**src/rtl/saf_pkg.sv**
```systemverilog
`timescale 1ns/1ps
package saf_pkg;
    localparam int BYTE_W    = 8;
    localparam int MAC_BYTES = 6;
    localparam int MAC_W     = BYTE_W * MAC_BYTES;
    localparam int REG_W     = 32;
    localparam int HI_W      = MAC_W - REG_W;
    localparam int POS_W     = $clog2(MAC_BYTES + 1);

    typedef logic [MAC_W-1:0]  mac_t;
    typedef logic [BYTE_W-1:0] byte_t;
endpackage

```
**src/rtl/saf_regs.sv**
```systemverilog
`timescale 1ns/1ps
module saf_regs
    import saf_pkg::*;
#(
    parameter int NUM_SLOTS = 4,
    localparam int SLOT_W = $clog2(NUM_SLOTS)
) (
    input  logic                          clk,
    input  logic                          rst_n,
    input  logic                          wr_en,
    input  logic [SLOT_W-1:0]             wr_slot,
    input  logic                          wr_top,
    input  logic [REG_W-1:0]              wr_data,
    output mac_t [NUM_SLOTS-1:0]          mac_o,
    output logic [NUM_SLOTS-1:0]          armed_o
);
    typedef struct packed {
        mac_t [NUM_SLOTS-1:0]   mac;
        logic [NUM_SLOTS-1:0]   armed;
    } regs_t;

    regs_t regs_d, regs_q;

    always_comb begin
        regs_d = regs_q;
        if (wr_en) begin
            if (wr_top) begin
                // upper word: last two destination bytes, pair re-enters service
                regs_d.mac[wr_slot][MAC_W-1:REG_W] = wr_data[HI_W-1:0];
                regs_d.armed[wr_slot]              = 1'b1;
            end else begin
                // lower word: first four bytes, pair leaves service
                regs_d.mac[wr_slot][REG_W-1:0] = wr_data;
                regs_d.armed[wr_slot]          = 1'b0;
            end
        end
    end

    always_ff @(posedge clk or negedge rst_n) begin
        if (!rst_n) begin
            regs_q <= '0;
        end else begin
            regs_q <= regs_d;
        end
    end

    assign mac_o   = regs_q.mac;
    assign armed_o = regs_q.armed;
endmodule

```
**src/rtl/saf_byte_cmp.sv**
```systemverilog
`timescale 1ns/1ps
module saf_byte_cmp
    import saf_pkg::*;
(
    input  mac_t             mac,
    input  logic [POS_W-1:0] pos,
    input  byte_t            data,
    output logic             eq
);
    byte_t sel;

    always_comb begin
        sel = '0;
        for (int b = 0; b < MAC_BYTES; b++) begin
            if (pos == POS_W'(b)) begin
                sel = mac[b*BYTE_W +: BYTE_W];
            end
        end
        eq = (sel == data);
    end
endmodule

```
**src/rtl/saf_prio.sv**
```systemverilog
`timescale 1ns/1ps
module saf_prio #(
    parameter int N = 4,
    localparam int IDX_W = $clog2(N)
) (
    input  logic [N-1:0]     req,
    output logic             hit,
    output logic [IDX_W-1:0] idx
);
    always_comb begin
        idx = '0;
        for (int i = N - 1; i >= 0; i--) begin
            if (req[i]) begin
                idx = IDX_W'(i);
            end
        end
        hit = |req;
    end
endmodule

```
**src/rtl/station_addr_filter.sv**
```systemverilog
`timescale 1ns/1ps
module station_addr_filter
    import saf_pkg::*;
#(
    parameter int NUM_SLOTS = 4,
    localparam int SLOT_W = $clog2(NUM_SLOTS)
) (
    input  logic                  clk,
    input  logic                  rst_n,
    input  logic                  reg_wr,
    input  logic [SLOT_W:0]       reg_addr,
    input  logic [REG_W-1:0]      reg_wdata,
    input  logic                  rx_valid,
    input  logic                  rx_sof,
    input  logic [BYTE_W-1:0]     rx_data,
    output logic                  match_valid,
    output logic                  match_hit,
    output logic [SLOT_W-1:0]     match_idx
);
    localparam logic [POS_W-1:0] LAST_POS = POS_W'(MAC_BYTES - 1);

    typedef struct packed {
        logic                  busy;
        logic [POS_W-1:0]      pos;
        logic [NUM_SLOTS-1:0]  ok;
        logic                  res_valid;
    } frame_t;

    frame_t                 st_d, st_q;
    mac_t [NUM_SLOTS-1:0]   slot_mac;
    logic [NUM_SLOTS-1:0]   slot_armed;
    logic [NUM_SLOTS-1:0]   byte_eq;
    logic [POS_W-1:0]       byte_pos;
    logic                   start;
    logic                   any_ok;
    logic [SLOT_W-1:0]      first_ok;

    saf_regs #(.NUM_SLOTS(NUM_SLOTS)) u_regs (
        .clk     (clk),
        .rst_n   (rst_n),
        .wr_en   (reg_wr),
        .wr_slot (reg_addr[SLOT_W:1]),
        .wr_top  (reg_addr[0]),
        .wr_data (reg_wdata),
        .mac_o   (slot_mac),
        .armed_o (slot_armed)
    );

    assign start    = rx_valid && rx_sof;
    assign byte_pos = start ? '0 : st_q.pos;

    for (genvar k = 0; k < NUM_SLOTS; k++) begin : g_cmp
        saf_byte_cmp u_cmp (
            .mac  (slot_mac[k]),
            .pos  (byte_pos),
            .data (rx_data),
            .eq   (byte_eq[k])
        );
    end

    saf_prio #(.N(NUM_SLOTS)) u_prio (
        .req (st_q.ok),
        .hit (any_ok),
        .idx (first_ok)
    );

    always_comb begin
        st_d           = st_q;
        st_d.res_valid = 1'b0;
        if (start) begin
            st_d.busy = 1'b1;
            st_d.pos  = POS_W'(1);
            st_d.ok   = slot_armed & byte_eq;
        end else if (st_q.busy) begin
            // any cycle out of service inside the frame spoils the pair
            st_d.ok = st_q.ok & slot_armed;
            if (rx_valid) begin
                st_d.ok = st_d.ok & byte_eq;
                if (st_q.pos == LAST_POS) begin
                    st_d.busy      = 1'b0;
                    st_d.pos       = '0;
                    st_d.res_valid = 1'b1;
                end else begin
                    st_d.pos = st_q.pos + 1'b1;
                end
            end
        end
    end

    always_ff @(posedge clk or negedge rst_n) begin
        if (!rst_n) begin
            st_q <= '0;
        end else begin
            st_q <= st_d;
        end
    end

    assign match_valid = st_q.res_valid;
    assign match_hit   = st_q.res_valid & any_ok;
    assign match_idx   = st_q.res_valid ? first_ok : '0;
endmodule

```
**config.mk**
```make
export PLATFORM = sky130hd
export DESIGN_NAME = station_addr_filter
export DESIGN_NICKNAME = d
export VERILOG_FILES = /design/src/rtl/saf_pkg.sv /design/src/rtl/saf_regs.sv /design/src/rtl/saf_byte_cmp.sv /design/src/rtl/saf_prio.sv /design/src/rtl/station_addr_filter.sv
export SDC_FILE = /design/constraint.sdc
export NUM_CORES = 1
export LEC_CHECK = 0
export BUFFER_PORTS_ARGS = -buffer_cell sky130_fd_sc_hd__buf_4
export CAP_MARGIN = 20
export CORE_MARGIN = 2
export CORE_UTILIZATION = 55
export CTS_CLUSTER_SIZE = 40
export DETAILED_ROUTE_END_ITERATION = 12
export PLACE_DENSITY = 0.82
export SYNTH_ARGS = -nofsm -noshare
export SYNTH_HDL_FRONTEND = slang
export SYNTH_SLANG_ARGS = --single-unit
```
**constraint.sdc**
```tcl
create_clock -name clk -period 2.16 [get_ports clk]
set_input_delay 0.432 -clock clk [delete_from_list [all_inputs] [get_ports clk]]
set_output_delay 0.432 -clock clk [all_outputs]
set_load 0.005 [all_outputs]
```
======== After elaboration in Yosys (flattened, before gate mapping) ========
Cells that the tools add are included.
operators by class
  $lt $le $gt $ge ......................... 2
  eq/ne operators ......................... 10
  mux-type cells .......................... 46
  reductions and logical operators ........ 7
  bitwise logic cells ..................... 7
  $add $sub $neg .......................... 1
operators by type and width
  kind                                                               count
  bitwise mux 192 bit                                                2
  two-way mux 8 bit                                                  25
  two-way mux 196 bit                                                1
  demux 48 bit (select 2 bit)                                        2
  two-way mux 48 bit                                                 1
  == test 8 bit                                                      4
  two-way mux 32 bit                                                 1
  two-way mux 9 bit                                                  2
  AND 4 bit                                                          4
  two-way mux 2 bit                                                  5
  == test 3 bit, second input constant                               3
  == test 3 x 2 -> 1 bit, second input constant                      2
  two-way mux 3 bit                                                  2
  two-way mux 1 bit                                                  4
  NOT 4 bit                                                          1
  bitwise OR 4 bit                                                   1
  nonzero test 2 bit                                                 2
  OR reduction 4 bit                                                 1
  adder 3 x 1 -> 3 bit, second input constant                        1
  == test 3 x 1 -> 1 bit, second input constant                      1
  zero test 3 bit                                                    1
  < comparator 2 x 3 -> 1 bit, second input constant                 1
  demux 1 bit (select 2 bit)                                         1
  greater-or-equal comparator 2 x 1 -> 1 bit, second input constant  1
  other kinds (3)                                                    4
storage, ports and cells
  register bits after elaboration ......... 205
  word-level logic and storage cells ...... 82
  bits of input ports ..................... 48
  output and inout bits ................... 4

======== Logic depth before layout (Yosys ltp) ========
Gate-level depths: netlist of run 1.
  depth in word-level cells ............... 14
  mapped depth ............................ 12
  depth with buffers taken out ............ 7

======== Hierarchy ========
Synthesis of run 1 repeated with hierarchy kept, for this count alone.
second synthesis, totals
  cell total of the unflattened synthesis .. 787
  area total of the unflattened synthesis .. 10313.6 um^2
by module, submodules not included
  module               times used  area each (um^2)  cells an instance  seq. area each (um^2)
  saf_regs             1           7492.2            430                4904.7
  saf_byte_cmp         4           579.3             77                 0.0
  station_addr_filter  1           469.2             42                 225.2
  saf_prio             1           35.0              7                  0.0

======== Least setup slack after synthesis of run 1 ========
Ideal clock, no wire load.
  kind .................................... input -> register
  from .................................... input rx_valid
  to ...................................... register st_q[1] (netlist bit)
  path buffers ............................ 3
  data required time ...................... 2.074 ns
  library setup time ...................... 0.086 ns
  stages .................................. 10
  data arrival time ....................... 2.173 ns
  slack ................................... -0.099 ns
  path through ............................ buf_2 and2_1 buf_6 buf_2 o41ai_1 o211ai_1 xnor2_1 a2111oi_2 a41oi_1 nor3_1
on the way
  longest elaborated chain between the ends .. 14
  elaborated cells on any way between the ends .. 21
  classes of those cells .................. eq/ne (6); mux (10); bitwise (2); reduce/logical (3)
RTL lines
  what                             line                       source
  start, declared                  station_addr_filter.sv:13  input logic rx_valid,
  logical AND 1 bit                station_addr_filter.sv:49  assign start = rx_valid && rx_sof;
  two-way mux 3 bit                station_addr_filter.sv:50  assign byte_pos = start ? '0 : st_q.pos;
  zero test 3 bit                  saf_byte_cmp.sv:15         if (pos == POS_W'(b)) begin
  two-way mux 8 bit (6 in series)  saf_byte_cmp.sv:15
  == test 8 bit                    saf_byte_cmp.sv:19         eq = (sel == data);
  AND 4 bit                        station_addr_filter.sv:78  st_d.ok = st_d.ok & byte_eq;
  two-way mux 9 bit                station_addr_filter.sv:77  if (rx_valid) begin
  two-way mux 9 bit                station_addr_filter.sv:74  end else if (st_q.busy) begin
  two-way mux 8 bit                station_addr_filter.sv:70  if (start) begin
  end signal, assigned             station_addr_filter.sv:94  st_q <= st_d;
  end, declared                    station_addr_filter.sv:29  frame_t st_d, st_q;
Several ways; a longest one is shown, not always the timed one. The select of a mux whose other input is x is not followed.
A chain may end at the register's enable or synchronous reset.

======== Worst setup path in the final report of run 1 ========
  from .................................... register st_q[5] (netlist bit)
  to ...................................... register st_q[3] (netlist bit)
on the way
  longest elaborated chain between the ends .. 13
  elaborated cells on any way between the ends .. 19
  classes of those cells .................. eq/ne (6); mux (10); bitwise (2); reduce/logical (1)
RTL lines
  what                             line
  two-way mux 3 bit (*)            station_addr_filter.sv:50
  zero test 3 bit                  saf_byte_cmp.sv:15
  two-way mux 8 bit (5 in series)  saf_byte_cmp.sv:15
  two-way mux 8 bit (*)            saf_byte_cmp.sv:15
  == test 8 bit (*)                saf_byte_cmp.sv:19
  AND 4 bit                        station_addr_filter.sv:78
  two-way mux 9 bit                station_addr_filter.sv:77
  two-way mux 9 bit                station_addr_filter.sv:74
  two-way mux 8 bit (*)            station_addr_filter.sv:70
Mark *: on every way between the ends. The rest lies on a longest branch, timed or not. The select of a mux whose other input is x is not followed.

==> results of run 1 <==
==> stage by stage <==
stage	util	area [sq um]
after floorplan	-	10600
after global placement	0.634	11900
after detailed placement	0.634	11900
after CTS	0.698	13100
after global routing	0.706	13200
final	0.706	13200
==> final cells by class <==
type | instances | area (sq um) | share of cell area
Clock buffer | 33 | 683 | 0.0517
Clock inverter | 7 | 87.6 | 0.00663
Inverter | 9 | 33.8 | 0.00256
Multi-Input combinational cell | 622 | 5330 | 0.404
Sequential cell | 205 | 5130 | 0.389
Tap cell | 234 | 293 | 0.0222
Timing Repair Buffer | 183 | 1650 | 0.125
==> registers in the layout, indices dropped and copies added (netlist names), named ones only <==
name / count
u_regs.mac_o: 192
st_q: 8
match_valid: 1
==> layout by cell type, fill, tap and decap left out, types with 4 or more instances in the layout <==
cell type,netlist,final
a2111oi_2,3,4
a21o_1,11,11
a21oi_1,41,37
a21oi_2,0,4
a221oi_1,6,4
a22oi_1,5,4
a31oi_1,6,5
and2_1,6,6
and3_1,14,10
and3_4,0,4
buf_12,0,12
buf_4,3,157
buf_6,5,7
clkbuf_16,0,23
clkbuf_8,0,8
clkinv_2,0,4
dfrtp_1,205,203
inv_1,9,9
mux2_2,204,204
nand2_1,43,43
nand2b_1,17,16
nand3_1,18,18
nand4_1,5,5
nor2_1,30,27
nor2b_1,12,11
nor3_1,19,11
nor3_2,1,7
o211ai_1,9,9
o21a_1,7,7
o21ai_0,35,33
o22ai_1,21,20
or2_2,5,5
or3_1,6,5
xnor2_1,14,13
==> repair_timing <==
action | 4_1_cts | 5_1_grt
hold buffers | 1 | 0
pin swaps | 28 | 16
cloned | 3 | 0
hold endpoints to repair | 48 | 0
resized for setup | 43 | 26
buffers inserted | 13 | 3
endpoints found under the setup margin | 4 | 4
==> metal layers <==
metal / track usage / vias up / routed length (microns)
met4: 0.109 / 0 / 1020
met5: 0 / - / 0
li1: - / 3631 / -
met1: 0.457 / 4317 / 13600
met3: 0.0491 / 89 / 2650
met2: 0.494 / 446 / 14700
==> power by group through the flow <==
stage          combinational (mW)  clock, mW  sequential [mW]
4_1_cts                      4.65       3.99             5.26
6_report                     4.93       3.97             5.30
3_3_place_gp                 4.08          0             5.26
2_1_floorplan                2.80          0             5.05
3_5_place_dp                 4.20          0             5.29
5_1_grt                      5.20       4.17             5.37
==> how the worst max path moves through the flow <==
| stage | slack [ns] | end | start | cells past startpoint |
|---|---|---|---|---|
| finish | -0.34 | st_q[3]$_DFFE_PN0P_ | st_q[5]$_DFFE_PN0P_ | 10 |
| global route | -0.42 | st_q[1]$_DFFE_PN0P_ | st_q[5]$_DFFE_PN0P_ | 9 |
| CTS | -0.28 | st_q[2]$_DFFE_PN0P_ | st_q[5]$_DFFE_PN0P_ | 9 |
| detailed placement | -0.60 | st_q[2]$_DFFE_PN0P_ | rx_sof | 8 |
| global placement | -0.49 | st_q[2]$_DFFE_PN0P_ | rx_sof | 8 |
| floorplan | -0.02 | st_q[4]$_DFFE_PN0P_ | st_q[5]$_DFFE_PN0P_ | 10 |
==> critical path, stage by stage (launching register included) <==
cell,delay (ns)
dfrtp_4,0.52
buf_12,0.15
buf_12,0.14
or2_4,0.26
o21ai_2,0.15
buf_6,0.13
a21oi_1,0.07
a31oi_1,0.24
nand4_1,0.14
o41a_1,0.40
a221oi_2,0.19
==> cells by family after synthesis <==
family | synth area share
AO/OA/AOI/OAI | 0.136
XOR/XNOR | 0.0134
flip-flops | 0.489
AND/OR/NAND/NOR | 0.0988
buffers and inverters | 0.0368
multiplexers | 0.226
==> run summary, run 1 <==
Status: finished, violations left
Failing checks: negative setup slack
Max FO, Critical Path: 8
Rows: 50
Post-synth ARST share: 1.00
Comb pwr share: 0.347
Element type at the critical path end: flop
Num CTS Buffers: 22
Clk Latency, worst-skew pair: 0.51 ns
Internal power: 9.65 mW
Worst slew margin: 0.676
Initial antenna violation count: 0
Net Sw Frac: 0.321
Drt pass-1 iters: 5
N_diodes: 0
Worst Hold Depth: 2
Dpl cells: 1233
First-pass GRT wire length: 49100 microns
Yosys top cell by area: dfrtp_1
Clock power share: 0.280
Number of H-tree levels: 1
FMAX: 0.399 GHz
R2R Path Start: st_q[5]$_DFFE_PN0P_
Die Y: 142 microns
Via count: 8483
HP Class: in2reg
P_sw: 4.56 mW
Synth Warn #: 0
Layout area overhead: 25.9%
Post-synthesis net count: 957
Top cells by count, synth: dfrtp_1, mux2_2, nand2_1
Pin count of the biggest net entering global routing: 56
PwrDens: 1070 nW/um^2
RSZ-0062 raised after global routing: yes
I/O pins: 52
Final Hold Viols: 0
Setup violations, final: 4
Primary FF master, synth: dfrtp_1
Sequential power share: 0.373
Reg2reg end: st_q[3]$_DFFE_PN0P_
Startpoint types: flop
WP data arrival: 2.91 ns
Drt via density: 6.56
Final Cycle Share: 1.16
CTS Sinks: 205
Minimum hold slack: 0.182 ns
CTS clk-pin slew, worst paths: 0.07 ns
Register area share after synthesis: 0.489
Final GP Congestion: 1.03
Chip Width: 142 microns
Final HPWL DP: 21600 microns
Post-synthesis cell count: 909
Max-slew violations: 0
Tot Pwr: 14.2 mW
Post-Route WL: 31900 microns
GRT Util Overall: 0.318
Non-filler instance count after layout: 1293
I/O Buffers: 51
CP required: 2.57 ns
Min-delay src: reg_wdata[16]
Iteration-0 DRC Markers: 1021
Layout net count: 1091
Area share of the largest cell type after synthesis: 0.489
Seq cells post-synth: 205
DP Worst Slack: -0.595 ns
Grt total ovfl: 0
Core Region: 18700 sq um
Wire length per cell: 24.7 microns
Post-synth EDFFs: 0
Drt drc: 0
Worst setup margin: -0.345 ns
Clock skew: 0.0103 ns
R2R depth: 10
Tmin final: 2.50 ns
Synthesized area per cell: 11.5 sq um
Max cap viols: 0
Root Driver: clkbuf_16
Setup TNS: -1.28 ns
Initial Util: 0.561
Tightest Pin Transition: 0.485 ns
Max IR drop VDD: 0.565 mV
Fill count: 1243
Leakage dissipation: 5.68 nW
CTS max path bufs: 3
Die area: 20200 sq um
Count leader, synth: dfrtp_1
Share of cells above drive strength 1: 0.469
Routed Antenna Nets: 0
Yosys cell types: 78
Reg2reg setup slack: -0.34 ns
Hold path endpoint: u_regs.mac_o[160]$_DFFE_PN0P_
Number of global-route vias before repair: 8490
Synth Cell Area: 10500 sq um
Crit Path Category: reg2reg
Top cells by area, synth: dfrtp_1, mux2_2, a21oi_1
TritonCTS clock tree: built
No activity file was read; power rests on OpenSTA's default activity.
==> run 2: changes to the inputs <==
Settings changed: CORE_UTILIZATION 55 to 40, PLACE_DENSITY 0.82 to 0.64, RECOVER_POWER set to 25.
==> run 2 against run 1 <==
Flip-flop and latch count did not move. Via count shrank 4.3%. Register-to-register slack improved by 0.08 ns. Clock skew grew 0.014 ns. Routed wire length rose by 3.3%. Worst hold slack lost 0.031 ns. Clock power shrank 6.0%. Cell count up 7.5%. The flow finishes with violations (max-capacitance violations, max-slew violations, negative setup slack). Final area increased by 0.72%. Largest cell class unchanged. Non-clock buffer count fell by 2. Sequential share of layout area shrank 0.27 points.
==> run summary, run 2 (synthesis results as in run 1) <==
Worst slew margin: -0.124 (was 0.676)
Max reg flops: 192 (unchanged)
Setup violations, final: 4 (unchanged)
Num CTS Buffers: 23 (was 22)
FMAX: 0.413 GHz (was 0.399 GHz)
Drt via density: 5.84 (was 6.56)
RSZ-0062 raised after global routing: yes (unchanged)
Tightest Pin Transition: 1.69 ns (was 0.485 ns)
Drt drc: 0 (unchanged)
Chip Width: 166 microns (was 142 microns)
Initial Util: 0.405 (was 0.561)
Buf/Inv on CP: 1 (was 3)
Max FO, Critical Path: 8 (unchanged)
Die area: 27500 sq um (was 20200 sq um)
Rows: 59 (was 50)
Core Region: 25900 sq um (was 18700 sq um)
Via count: 8114 (was 8483)
Element type at the critical path end: flop (unchanged)
Dpl cells: 1335 (was 1233)
WP data arrival: 2.87 ns (was 2.91 ns)
CTS max path bufs: 3 (unchanged)
Max-slew violations: 55 (was 0)
Final Cycle Share: 1.12 (was 1.16)
Status: finished, violations left (unchanged)
I/O pins: 52 (unchanged)
Most frequent cells in the layout: mux2_2, dfrtp_1, buf_4 (unchanged)
Post-Route WL: 33000 microns (was 31900 microns)
Crit Path Category: reg2reg (unchanged)
Iteration-0 DRC Markers: 666 (was 1021)
CP max stage cell: dfrtp_4 (unchanged)
Startpoint types: flop (unchanged)
Number of global-route vias before repair: 8172 (was 8490)
CTS clk-pin slew, worst paths: 0.07 ns (about the same)
Share of cells above drive strength 1: 0.463 (was 0.469)
GRT Util Overall: 0.237 (was 0.318)
Worst path cell trace: buf_8 -> nand2b_4 -> a31oi_1 -> o22ai_1 -> or3_1 -> a311o_1 -> o41a_1 -> a221oi_2 (was buf_12 -> buf_12 -> or2_4 -> o21ai_2 -> buf_6 -> a21oi_1 -> a31oi_1 -> nand4_1 -> o41a_1 -> a221oi_2)
Drt pass-1 iters: 5 (unchanged)
Layout net count: 1090 (was 1091)
Routed Antenna Nets: 0 (unchanged)
Final Hold Viols: 0 (unchanged)
Layout area overhead: 26.8% (was 25.9%)
CTS Sinks: 205 (unchanged)
Fill count: 2297 (was 1243)
Failing checks: max-capacitance violations, max-slew violations, negative setup slack (was negative setup slack)
CP required: 2.61 ns (was 2.57 ns)
Number of H-tree levels: 1 (unchanged)
Crit path max-delay family: compound AO/OA/AOI/OAI gates (unchanged)
First-pass GRT wire length: 51000 microns (was 49100 microns)
Wire length per cell: 23.7 microns (was 24.7 microns)
Tmin final: 2.42 ns (was 2.50 ns)
Max IR drop VDD: 0.617 mV (was 0.565 mV)
Die Y: 166 microns (was 142 microns)
N_diodes: 0 (unchanged)
Max cap viols: 1 (was 0)
Clock skew: 0.0245 ns (was 0.0103 ns)
PwrDens: 1060 nW/um^2 (was 1070 nW/um^2)
Tot Pwr: 14.1 mW (was 14.2 mW)
Leakage dissipation: 5.63 nW (was 5.68 nW)
I/O Buffers: 51 (unchanged)
CP peak stage delay: 0.58 ns (was 0.52 ns)
Clk Latency, worst-skew pair: 0.54 ns (was 0.51 ns)
Final HPWL DP: 22800 microns (was 21600 microns)
Worst setup margin: -0.260 ns (was -0.345 ns)
Grt total ovfl: 0 (unchanged)
TritonCTS clock tree: built (unchanged)
HP Class: in2reg (unchanged)
Root Driver: clkbuf_16 (unchanged)
Initial antenna violation count: 0 (unchanged)
Final GP Congestion: 0.972 (was 1.03)
Non-filler instance count after layout: 1390 (was 1293)
Pin count of the biggest net entering global routing: 58 (was 56)
-- run 2: cell count changes in the layout (fill, tap and decap cells not counted), moves of 3 or more --
cell / change
clkbuf_8: -6
a2111oi_4: +4
clkbuf_2: +3
a2111oi_2: -4
buf_4: -14
clkbuf_1: +8
bufbuf_16: -3
buf_8: +4
o21ai_1: +3
-- run 2: worst paths after layout --
path	endpoint	from	cells after the start	slack [ns]
max	st_q[3]$_DFFE_PN0P_	st_q[5]$_DFFE_PN0P_	8	-0.26
min	u_regs.mac_o[167]$_DFFE_PN0P_	reg_wdata[23]	2	0.15
max reg2reg	st_q[3]$_DFFE_PN0P_	st_q[5]$_DFFE_PN0P_	8	-0.26
min reg2reg	flop	flop	2	0.48
max in group asynchronous	st_q[5]$_DFFE_PN0P_	rst_n	2	0.07
min in group asynchronous	u_regs.mac_o[135]$_DFFE_PN0P_	rst_n	2	0.89
-- run 2: cell type report --
type                            count  area [sq um]  share of cell area
Tap cell                          335           419              0.0315
Clock inverter                      6          70.1             0.00526
Inverter                            9          33.8             0.00254
Multi-Input combinational cell    622          5400               0.405
Clock buffer                       32           629              0.0473
Sequential cell                   205          5140               0.386
Timing Repair Buffer              181          1630               0.122
-- run 2: where the power goes --
part | internal, mW | switching [mW]
clock | 2.15 | 1.57
combinational | 2.64 | 2.41
sequential | 4.68 | 0.620
-- run 2: repair_timing --
item	in CTS	in global routing
pin swaps	22	27
gates resized for setup	50	36
endpoints found under the hold margin	52	0
endpoints found under the setup margin	4	4
setup buffers	8	7
hold buffers	1	0
cloned	1	1
-- run 2: metrics by stage --
stage          area (sq um)  hold WS (ns)  worst slack, ns  TNS [ns]   util
6_report              13300         0.150           -0.260    -0.920  0.514
5_1_grt               13300         0.149           -0.319     -1.76  0.514
4_1_cts               13100         0.134           -0.220    -0.781  0.507
3_5_place_dp          12100         0.468           -0.378     -1.36  0.466
3_3_place_gp          12100         0.462           -0.390     -1.35  0.466
2_1_floorplan         10600         0.136          -0.0177   -0.0296      -
-- run 2: layer usage --
| layer | part of all wire | up-vias | global-route usage |
|---|---|---|---|
| met5 | 0 | - | 0 |
| met4 | 0.026 | 0 | 0.0703 |
| met3 | 0.052 | 54 | 0.0303 |
| met2 | 0.46 | 250 | 0.376 |
| met1 | 0.46 | 4182 | 0.343 |
| li1 | - | 3628 | - |
